$ cat config.mk
export PLATFORM = sky130hd
export DESIGN_NAME = serdes_rx_core
export DESIGN_NICKNAME = d
export VERILOG_FILES = /design/src/rtl/serdes_pkg.sv /design/src/rtl/serdes_tx_shift.sv /design/src/rtl/serdes_rx_align.sv /design/src/rtl/serdes_byteclk_out.sv /design/src/rtl/serdes_rx_core.sv
export SDC_FILE = /design/constraint.sdc
export NUM_CORES = 1
export LEC_CHECK = 0
export ABC_CLOCK_PERIOD_IN_PS = 1890
export CAP_MARGIN = 20
export CORE_AREA = 2 2 79 81
export DETAILED_ROUTE_END_ITERATION = 10
export DIE_AREA = 0 0 81 83
export SLEW_MARGIN = 10
export SYNTH_ARGS = -nofsm -noshare
export SYNTH_HDL_FRONTEND = slang
export SYNTH_SLANG_ARGS = --single-unit
$ cat constraint.sdc
create_clock -name clk -period 1.89 [get_ports clk]
set_clock_uncertainty 0.05 [all_clocks]
set_input_delay 0.2835 -clock clk [delete_from_list [all_inputs] [get_ports clk]]
set_output_delay 0.2835 -clock clk [all_outputs]
set_load 0.05 [all_outputs]
$ cat src/rtl/serdes_pkg.sv
package serdes_pkg;

    // Default code group width and the width of the framing pattern.
    localparam int DEF_WORD_W = 10;
    localparam int COMMA_W    = 7;

    // Positive-disparity comma as a value: bit 0 is received first,
    // so the bit order 0,0,1,1,1,1,1 reads 7'b1111100.
    localparam logic [COMMA_W-1:0] DEF_COMMA = 7'b1111100;

    // Match either polarity of the framing pattern.
    function automatic logic comma_match(
        input logic [COMMA_W-1:0] win,
        input logic [COMMA_W-1:0] pat
    );
        return (win == pat) || (win == ~pat);
    endfunction

endpackage

$ cat src/rtl/serdes_tx_shift.sv
module serdes_tx_shift #(
    parameter int WORD_W = serdes_pkg::DEF_WORD_W,
    localparam int CNT_W = $clog2(WORD_W + 1)
) (
    input  logic              clk,
    input  logic              rst_n,
    input  logic [WORD_W-1:0] tx_word,
    output logic              tx_take,
    output logic              tx_serial,
    output logic [CNT_W-1:0]  tx_phase
);

    typedef struct packed {
        logic [WORD_W-1:0] sh;
        logic [CNT_W-1:0]  cnt;
    } tx_st_t;

    tx_st_t st_d, st_q;

    localparam logic [CNT_W-1:0] LAST = CNT_W'(WORD_W - 1);

    always_comb begin
        st_d = st_q;
        // Load in phase zero, otherwise move the next bit down to bit 0.
        if (st_q.cnt == '0) begin
            st_d.sh = tx_word;
        end else begin
            st_d.sh = st_q.sh >> 1;
        end
        st_d.cnt = (st_q.cnt == LAST) ? '0 : st_q.cnt + CNT_W'(1);
    end

    always_ff @(posedge clk or negedge rst_n) begin
        if (!rst_n) begin
            st_q <= '0;
        end else begin
            st_q <= st_d;
        end
    end

    assign tx_take   = (st_q.cnt == '0);
    assign tx_serial = st_q.sh[0];
    assign tx_phase  = st_q.cnt;

endmodule

$ cat src/rtl/serdes_rx_align.sv
module serdes_rx_align #(
    parameter int WORD_W = serdes_pkg::DEF_WORD_W,
    parameter logic [serdes_pkg::COMMA_W-1:0] COMMA_PAT = serdes_pkg::DEF_COMMA,
    localparam int CNT_W = $clog2(WORD_W + 1)
) (
    input  logic              clk,
    input  logic              rst_n,
    input  logic              bit_in,
    input  logic              align_en,
    input  logic              lock_n,
    input  logic [CNT_W-1:0]  tx_phase,
    output logic              cap,
    output logic              cap_sync,
    output logic [WORD_W-1:0] cap_word,
    output logic [CNT_W-1:0]  bits_since
);

    localparam int CW = serdes_pkg::COMMA_W;
    localparam logic [CNT_W-1:0] FULL     = CNT_W'(WORD_W);
    // Phase one cycle after the transmit load edge: a loopback word is complete.
    localparam logic [CNT_W-1:0] REF_SLOT = CNT_W'(1);

    typedef struct packed {
        logic [WORD_W-1:0] sh;
        logic [CNT_W-1:0]  cnt;
    } rx_st_t;

    rx_st_t st_d, st_q;
    logic   hit;
    logic   full;

    always_comb begin
        hit  = align_en && lock_n &&
               serdes_pkg::comma_match(st_q.sh[CW-1:0], COMMA_PAT);
        full = (st_q.cnt == FULL);
        cap  = lock_n ? (full || hit) : (tx_phase == REF_SLOT);

        st_d    = st_q;
        // Newest bit enters at the top, so the earliest bit ends at bit 0.
        st_d.sh = {bit_in, st_q.sh[WORD_W-1:1]};
        if (cap) begin
            st_d.cnt = CNT_W'(1);
        end else if (full) begin
            st_d.cnt = st_q.cnt;
        end else begin
            st_d.cnt = st_q.cnt + CNT_W'(1);
        end
    end

    always_ff @(posedge clk or negedge rst_n) begin
        if (!rst_n) begin
            st_q <= '0;
        end else begin
            st_q <= st_d;
        end
    end

    assign cap_sync   = hit;
    assign cap_word   = st_q.sh;
    assign bits_since = st_q.cnt;

endmodule

$ cat src/rtl/serdes_byteclk_out.sv
module serdes_byteclk_out #(
    parameter int WORD_W = serdes_pkg::DEF_WORD_W,
    localparam int CNT_W = $clog2(WORD_W + 1)
) (
    input  logic              clk,
    input  logic              rst_n,
    input  logic              cap,
    input  logic              cap_sync,
    input  logic [WORD_W-1:0] cap_word,
    input  logic [CNT_W-1:0]  bits_since,
    output logic [WORD_W-1:0] rx_word,
    output logic              rx_sync,
    output logic              byte_clk_a,
    output logic              byte_clk_b
);

    localparam logic [CNT_W-1:0] MID = CNT_W'(WORD_W / 2);

    typedef struct packed {
        logic [WORD_W-1:0] word;
        logic              sync;
        logic              phase;
        logic              clk_a;
    } out_st_t;

    out_st_t st_d, st_q;

    always_comb begin
        st_d = st_q;
        if (cap) begin
            st_d.word  = cap_word;
            st_d.sync  = cap_sync;
            st_d.phase = ~st_q.phase;
        end else if (bits_since == MID) begin
            // Edge placed mid-hold: the word is stable around it.
            st_d.clk_a = st_q.phase;
        end
    end

    always_ff @(posedge clk or negedge rst_n) begin
        if (!rst_n) begin
            st_q <= '0;
        end else begin
            st_q <= st_d;
        end
    end

    assign rx_word    = st_q.word;
    assign rx_sync    = st_q.sync;
    assign byte_clk_a = st_q.clk_a;
    assign byte_clk_b = ~st_q.clk_a;

endmodule

$ cat src/rtl/serdes_rx_core.sv
module serdes_rx_core #(
    parameter int WORD_W = serdes_pkg::DEF_WORD_W,
    parameter logic [serdes_pkg::COMMA_W-1:0] COMMA_PAT = serdes_pkg::DEF_COMMA
) (
    input  logic              clk,
    input  logic              rst_n,
    input  logic [WORD_W-1:0] tx_word,
    output logic              tx_take,
    output logic              tx_serial,
    input  logic              rx_serial,
    input  logic              loop_en,
    input  logic              align_en,
    input  logic              lock_n,
    output logic [WORD_W-1:0] rx_word,
    output logic              rx_sync,
    output logic              byte_clk_a,
    output logic              byte_clk_b
);

    localparam int CNT_W = $clog2(WORD_W + 1);

    logic [CNT_W-1:0]  tx_phase;
    logic              bit_in;
    logic              cap;
    logic              cap_sync;
    logic [WORD_W-1:0] cap_word;
    logic [CNT_W-1:0]  bits_since;

    serdes_tx_shift #(.WORD_W(WORD_W)) i_tx (
        .clk       (clk),
        .rst_n     (rst_n),
        .tx_word   (tx_word),
        .tx_take   (tx_take),
        .tx_serial (tx_serial),
        .tx_phase  (tx_phase)
    );

    // Loopback selector in front of the receive shifter.
    assign bit_in = loop_en ? tx_serial : rx_serial;

    serdes_rx_align #(.WORD_W(WORD_W), .COMMA_PAT(COMMA_PAT)) i_align (
        .clk        (clk),
        .rst_n      (rst_n),
        .bit_in     (bit_in),
        .align_en   (align_en),
        .lock_n     (lock_n),
        .tx_phase   (tx_phase),
        .cap        (cap),
        .cap_sync   (cap_sync),
        .cap_word   (cap_word),
        .bits_since (bits_since)
    );

    serdes_byteclk_out #(.WORD_W(WORD_W)) i_out (
        .clk        (clk),
        .rst_n      (rst_n),
        .cap        (cap),
        .cap_sync   (cap_sync),
        .cap_word   (cap_word),
        .bits_since (bits_since),
        .rx_word    (rx_word),
        .rx_sync    (rx_sync),
        .byte_clk_a (byte_clk_a),
        .byte_clk_b (byte_clk_b)
    );

endmodule

Word level (Yosys, flattened, before mapping) --
Index checks and enable logic that the tools add are counted.
Storage, ports and cells: register bits 41, output and inout port bits 15, word-level logic and storage cells 32
Operators by class: add/sub/neg operators 2, eq/ne operators 7, mux-type cells 6, bitwise gates (word level) 3, reductions and logical operators 6
Operators with widths (count):
- $mux W4 | 3
- $mux W10 | 1
- $add A4 B1 Y4 const B | 2
- $eq A4 B4 Y1 const B | 2
- $eq A7 B2 Y1 const B | 1
- $eq A7 B7 Y1 const B | 1
- $eq A4 B1 Y1 const B | 1
- $eq A4 B3 Y1 const B | 1
- $logic_not A4 Y1 | 1
- $not A1 Y1 | 3
- $logic_and A1 B1 Y1 | 2
- $logic_or A1 B1 Y1 | 2
- $mux W1 | 2
- $ne A2 B2 Y1 const B | 1
- $reduce_and A2 Y1 | 1

Longest topological paths before layout --
Gate-level depths: netlist (run 1).
word-level depth 7, mapped depth 8, mapped depth without buffers 7

Hierarchy --
Synthesis (run 1) repeated with hierarchy kept, for this count alone.
Second synthesis, totals: cells, all modules 137, area, all modules 1825.5 µm²
By module, submodules not included:
- serdes_rx_align | instances 1, cells each 56, area an instance 665.6 µm², sequential area each 350.3 µm²
- serdes_tx_shift | instances 1, cells each 40, area an instance 574.3 µm², sequential area each 350.3 µm²
- serdes_byteclk_out | instances 1, cells each 40, area an instance 570.5 µm², sequential area each 325.3 µm²
- serdes_rx_core | instances 1, cells each 1, area an instance 15.0 µm², sequential area each 0.0 µm²

Least setup slack after synthesis (run 1) --
No wires, ideal clock.
path type register to register, start register i_tx.st_q, in the netlist i_tx.tx_phase[1], end register i_tx.st_q[10] (netlist name), setup time 0.125 ns, arrival 1.876 ns, data required time 1.715 ns, path slack -0.161 ns, stages on the path, launching flop included 4, path buffers 1, period minus slack after synthesis 2.051 ns, cell sequence dfrtp_1 nor4_1 clkbuf_1 mux2_2
RTL lines:
- from (decl) | line serdes_tx_shift.sv:18 | tx_st_t st_d, st_q;
- from (signal assigned) | line serdes_tx_shift.sv:37 | st_q <= st_d;

Worst setup path after layout (run 1) --
start register i_tx.st_q, in the netlist i_tx.tx_phase[3], end register i_out.st_q, in the netlist i_out.rx_word[3]
Between the ends: longest elaborated chain between the ends 2
RTL lines:
- $eq A4 B1 Y1 | line serdes_rx_align.sv:36 | cap = lock_n ? (full || hit) : (tx_phase == REF_SLOT);
- $mux W1 | line serdes_rx_align.sv:36
- to (signal assigned) | line serdes_byteclk_out.sv:44 | st_q <= st_d;
- to (decl) | line serdes_byteclk_out.sv:26 | out_st_t st_d, st_q;
Every way passes these cells. A chain may end at the register's enable or synchronous reset.

==> results.md, run 1 <==
* Finish-stage setup viols at 0
* Slew headroom at between 60% and 70%
* Largest fanout on the critical path at 6
* Via count at 1037
* CP startpoint: i_tx.tx_phase[3]$_DFF_PN0_
* Post-Synthesis Cells at between 100 and 150
* Combinational Power Share at slightly above 40%
* Largest net degree at the start of global routing at 42
* Synth top area share at 60.3%
* Port bufs at 30
* CTS clk-pin slew, worst paths at approximately 0.090 ns
* Worst vdd ir at 0.689 mV
* DIE HEIGHT at 83 um
* Final Util at between 30% and 40%
* Kind of end point of the critical path: register
* Cell row count at 28
* R2r setup slk at 0.01 ns
* Hold Crit Class: primary input to async pin
* PnR Total Power at approximately 3.2 mW
* Clk pwr share at roughly 22%
* Register bit total from synthesis at 41
* Final hold slack at -0.0120 ns
* YS warnings at 0
* CTS Buffer Depth at 2
* Top cells by area, synth: dfrtp_1 (60%), mux2_2 (11%), buf_4 (4.4%)
* Placed cells at about 220
* RR Startpoint: i_tx.tx_phase[3]$_DFF_PN0_
* Worst-Skew Late Latency at a little under 0.3 ns
* Core footprint at 5820 sq um
* Hpwl dp at ~2100 um
* RSZ-0062 raised after global routing: yes
* Drt total wl at about 3100 um
* DRC at 0
* Slew @ Worst Pin at just over 0.5 ns
* Fin nets at around 180
* Synthesis-to-layout area growth at 35.2%
* Final std cells w/o fill at 240
* Die area at approximately 6700 sq um
* CP required at 2.02 ns
* Detail Route Antenna Nets at 0
* Crit-path max cell delay at about 0.54 ns
* Register Area at approximately 1000 sq um
* Die width at about 80 um
* Post-synth top area cell: dfrtp_1
* DR WL/cell at ~13 um
* Pwr dens at around 1400 nW/um^2
* CP cell instances: or4b_4, mux2_4, nor2b_2, mux2_2
* Reg2reg path depth at 4
* Fin. Hold Viols at 23
* Clock Root Buffer: clkbuf_8
* Average vias per placed instance at 4.32
* Avg Inst Size Synth at about 15 sq um
* # clock sinks at between 40 and 50
* Failing checks: hold timing
* Final Cycle Share at 99.3%
* Worst path slowest cell: or4b_4
* Cts bufs inserted at 5
* H-Tree Depth at 2
* P_leak at 1.07 nW
* Initial Utilization at 29.2%
* Vias in the first global route at roughly 1100
* Setup CP Type: register to register
* Ports at 31
* GRT Residual Overflow at 0
* First-pass GRT wire length at roughly 5200 um
* TritonCTS clock tree: done
* Total track usage at about a tenth
* Arrival time of the worst setup path at approximately 2 ns
* ANT cells at 0
* Switch Pwr at roughly 1.2 mW
* Part of the power in registers at 37.5%
* Crit path time final at 1.88 ns
* Initial drt markers at 35
* Crit path capture: i_out.rx_word[3]$_DFFE_PN0P_
* Status: finished with violations
* Mapped Area at between 1500 and 2000 sq um
* Initial antenna violation count at 0
* Max Cap Viol at 0
* # hold bufs at CTS at 0
* Internal power at between 2 and 2.5 mW
* R2R Path End: i_out.rx_word[3]$_DFFE_PN0P_
* Max Clock Freq at between 500 and 600 MHz
* Pins over their slew limit at 0
* Share of cells above drive strength 1 at about two fifths
* Area of the multi-input gates at 579 sq um
* Post-Syn Nets at between 100 and 150
* Pre-antenna DRT Iters at 4
* Switching share of total power at 36.4%
* Startpoint Class: register
* Register area share after synthesis at between 60 and 70%
* Netlist cell types at 29
* Fill count at slightly below 600
* GP Congestion at between 0.7 and 0.8
## worst min-delay path by stage
stage	to	start	slack (ns)	depth (start not counted)
final	i_align.cap_word[3]$_DFF_PN0_	rst_n	-0.01	2
after global routing	i_align.cap_word[3]$_DFF_PN0_	rst_n	0.02	2
after detailed placement	i_out.rx_word[1]$_DFFE_PN0P_	rst_n	0.32	2
after floorplan	i_align.bits_since[0]$_DFFE_PN0P_	rst_n	-0.06	0
after CTS	i_align.cap_word[3]$_DFF_PN0_	rst_n	0.002	2
after global placement	i_out.rx_word[3]$_DFFE_PN0P_	rst_n	0.31	2
## routing by layer
layer | vias up | track usage (%) | share of wire [%]
met5 | - | 0 | 0
met2 | 34 | 16.7 | 51
met3 | 6 | 3.59 | 5.8
met4 | 0 | 4.62 | 1.9
li1 | 480 | - | -
met1 | 517 | 11.6 | 41
## critical path: cells and delay by family, from the launching register on
family / cells / cell delay [ns]
flip-flops: 1 / 0.38
multiplexers: 2 / 0.59
AND/OR/NAND/NOR: 2 / 0.75
## final cells by class
class                      instances  share of cell area [%]
sequential                        41                    44.6
multi-input combinational         59                    25.2
timing repair buffer              52                    20.3
tap                               75                    4.08
clock buffer                       5                    2.99
clock inverter                     3                    2.01
inverter                           5                   0.816
## power groups by stage
stage / Sequential (mW) / Clock, mW / Combinational (mW)
2_1_floorplan: 1.25 / 0 / 0.987
3_3_place_gp: 1.21 / 0 / 1.26
3_5_place_dp: 1.23 / 0 / 1.28
4_1_cts: 1.21 / 0.728 / 1.30
5_1_grt: 1.24 / 0.777 / 1.38
6_report: 1.20 / 0.707 / 1.30
## timing repair
action                                  CTS  global route
gates resized for setup                   3             2
gates cloned                              1             0
pin swaps                                 1             1
buffers inserted                          5             5
endpoints found under the setup margin    6            12
## cell usage in the layout (no fill, tap or decap), drive strengths merged, types with 2 or more instances in the layout
master	count
and2	2
buf	27
clkbuf	5
clkdlybuf4s50	25
dfrtp	41
ha	3
inv	5
mux2	22
nand2	7
nand4b	2
nor2b	2
nor4	2
o21ai	2
or4b	2
xnor2	4
## cells in the mapped netlist (all sizes together)
| cell | n |
|---|---|
| nand4b | 2 |
| o21ai | 2 |
| inv | 5 |
| xnor2 | 4 |
| clkbuf | 1 |
| nor2b | 1 |
| mux2 | 22 |
| a22o | 1 |
| ha | 3 |
| nand2 | 7 |
| buf | 12 |
| mux2i | 1 |
| nand4 | 1 |
| and2 | 2 |
| nand3b | 1 |
| a21oi | 1 |
| and3 | 1 |
| nand3 | 1 |
| dfrtp | 41 |
| nor4 | 2 |
| a21o | 1 |
| o211a | 1 |
| xor2 | 1 |
| nor2 | 1 |
| or4b | 2 |
## registers in the layout, summed over array words and instances (netlist names)
name	flops
i_tx.tx_phase	4
i_out.rx_sync	1
i_align.cap_word	10
i_out.rx_word	10
i_align.bits_since	4
i_tx.tx_serial	1
i_tx.st_q	9
i_out.byte_clk_a	1
i_out.st_q	1
## through the flow
stage                     hold slack [ns]  area [sq um]  TNS [ns]  setup WS [ns]
after floorplan                   -0.0621          1710    -0.607         -0.119
after global placement              0.309          2080   -0.0873        -0.0181
after detailed placement            0.317          2080    -0.249        -0.0518
after CTS                         0.00226          2250         0        0.00763
after global routing               0.0207          2300    -0.286        -0.0370
final                             -0.0120          2300         0         0.0138
## kinds of logic (layout without fill, tap and decap cells)
family,after synthesis,in the layout,synth area share (%)
and+or+nand+nor,21,22,7.87
AOI/OAI and AO/OA,6,6,3.16
DFF,41,41,60.3
muxes,23,23,16.3
xor gates and xnor gates,5,5,2.58
adders and majority gates,3,3,2.21
buffers and inverters,18,65,7.58
No activity file was read; power rests on OpenSTA's default activity.
==> inputs of run 2 (changes only) <==
Settings changed: PLACE_DENSITY set to 0.5.
==> run 2 against run 1 <==
Compared with the run above:
- the run still ends with hold timing left
- flip-flop and latch count stayed put
- highest routed layer unchanged
- hold slack better by 0.0055 ns
- register-to-register slack is essentially flat
- non-clock buffer count decreased by 2
- critical path type unchanged
- worst setup slack gained 0.010 ns
- sequential share of layout area up 0.74 points
- critical endpoint is now i_out.byte_clk_a$_DFFE_PN0P_
- largest cell class unchanged
==> results.md, run 2 (same netlist as run 1, synthesis figures left out) <==
* Status: finished with violations
* Failing checks: hold timing
* Pwr dens at ~1400 nW/um^2
* ANT cells at 0
* Kind of end point of the critical path: register
* Most common cell after layout, fill and taps aside: dfrtp_1
* Synthesis-to-layout area growth at 33.0%
* Average vias per placed instance at about 4.3
* Pre-antenna DRT Iters at 4
* Pins over their slew limit at 0
* Hold Crit Class: primary input to async pin
* Max Clock Freq at about 540 MHz
* DR WL/cell at approximately 12 um
* DRC at 0
* Die area at ~6700 sq um
* Fin nets at 180
* Clock Root Buffer: clkbuf_8
* Core footprint at 5820 sq um
* GP Congestion at roughly 0.72
* Final hold slack at -0.00645 ns
* CP required at slightly above 2 ns
* Largest net degree at the start of global routing at 42
* Drt total wl at approximately 2800 um
* Cts bufs inserted at 5
* Initial antenna violation count at 0
* Detail Route Antenna Nets at 0
* GRT Residual Overflow at 0
* Setup CP Type: register to register
* Startpoint Class: register
* Initial drt markers at a little over 60
* Arrival time of the worst setup path at a little under 2 ns
* PnR Total Power at between 3 and 4 mW
* Slew headroom at between 60 and 70%
* Share of cells above drive strength 1 at a little under two fifths
* Fin. Hold Viols at 7
* Final Cycle Share at slightly below 100%
* DIE HEIGHT at around 83 um
* Ports at 31
* # clock sinks at 41
* Fill count at approximately 580
* Total track usage at under 10%
* Register Area at 1030 sq um
* # hold bufs at CTS at 0
* P_leak at approximately 1.1 nW
* H-Tree Depth at 2
* Die width at roughly 81 um
* Cell row count at 28
* Setup TNS at 0 ns
* Largest fanout on the critical path at 2
* CTS clk-pin slew, worst paths at ~0.080 ns
* Initial Utilization at 29.2%
* Vias in the first global route at around 1100
* Worst-Skew Late Latency at a little under 0.3 ns
* Via count at around 1000
* RSZ-0062 raised after global routing: yes
* Crit path time final at roughly 1.9 ns
* Area of the multi-input gates at roughly 570 sq um
* Slew @ Worst Pin at roughly 0.5 ns
* Finish-stage setup viols at 0
* Final Util at 38.9%
* TritonCTS clock tree: done
* Max Cap Viol at 0
* Port bufs at 30
* First-pass GRT wire length at a little over 5000 um
* Most frequent cells in the layout: dfrtp_1 (41), clkdlybuf4s50_1 (27), buf_4 (21), mux2_2 (16), nand2_1 (7)
* CTS Buffer Depth at 2
* Hpwl dp at 1980 um
* Worst vdd ir at ~0.74 mV
[run 2: worst max-delay path, stage by stage, from the launching register on]
cell and delay [ns]:
dfrtp_1 0.37, or4b_1 0.52, mux2_4 0.28, buf_4 0.14
nand4b_1 0.08, nor2_1 0.05, mux2_2 0.26
[run 2: path summary, 6_finish.rpt]
kind / startpoint / to / slack (ns) / cells after the start
max: i_tx.tx_phase[3]$_DFF_PN0_ / i_out.byte_clk_a$_DFFE_PN0P_ / 0.02 / 6
min: rst_n / i_out.rx_word[1]$_DFFE_PN0P_ / -0.006 / 2
max reg2reg: i_tx.tx_phase[3]$_DFF_PN0_ / i_out.byte_clk_a$_DFFE_PN0P_ / 0.02 / 6
min reg2reg: i_align.cap_word[8]$_DFF_PN0_ / i_align.cap_word[7]$_DFF_PN0_ / 0.33 / 0
max in group asynchronous: rst_n / i_tx.st_q[5]$_DFF_PN0_ / 1.44 / 2
min in group clk: i_align.cap_word[8]$_DFF_PN0_ / i_align.cap_word[7]$_DFF_PN0_ / 0.33 / 0
[run 2: area by class of cell]
cell class,count,share of cell area (%)
multi-input cells,58,25.1
repair buffers,50,20.0
clock buffers,5,3.04
flip-flops and latches,41,45.4
well taps,75,4.15
clock inverters,2,1.55
inverters,5,0.830
[run 2: layer usage]
layer	wire (um)	vias up	global-route usage, %	part of all wire (%)
li1	-	474	-	-
met1	1170	493	11.8	42
met4	36	0	4.16	1.3
met5	0	-	0	0
met3	169	7	3.48	6.1
met2	1400	29	15.6	51
[run 2: report_power, final]
part / total (mW) / internal (mW) / switching, mW / leakage, nW
registers: 1.20 / 1.08 / 0.121 / 0.501
clock network: 0.676 / 0.384 / 0.292 / 0.0540
logic: 1.29 / 0.567 / 0.719 / 0.503
[run 2: timing repair]
item                       in CTS  in global routing
buffers inserted                3                  5
pin swaps                       1                  0
setup endpoints to repair      10                 13
gates resized for setup         1                  1
cloned                          0                  0
[run 2: through the flow]
| step | cells | cell area (sq um) | hold WS, ns | worst slack, ns |
|---|---|---|---|---|
| after floorplan | 117 | 1710 | -0.0621 | -0.119 |
| after global placement | 221 | 2090 | 0.307 | -0.0400 |
| after detailed placement | 221 | 2090 | 0.314 | -0.0596 |
| after CTS | 231 | 2220 | 0.0200 | 0.00288 |
| after global routing | 236 | 2260 | 0.0425 | -0.0510 |
| final | 236 | 2260 | -0.00645 | 0.0240 |
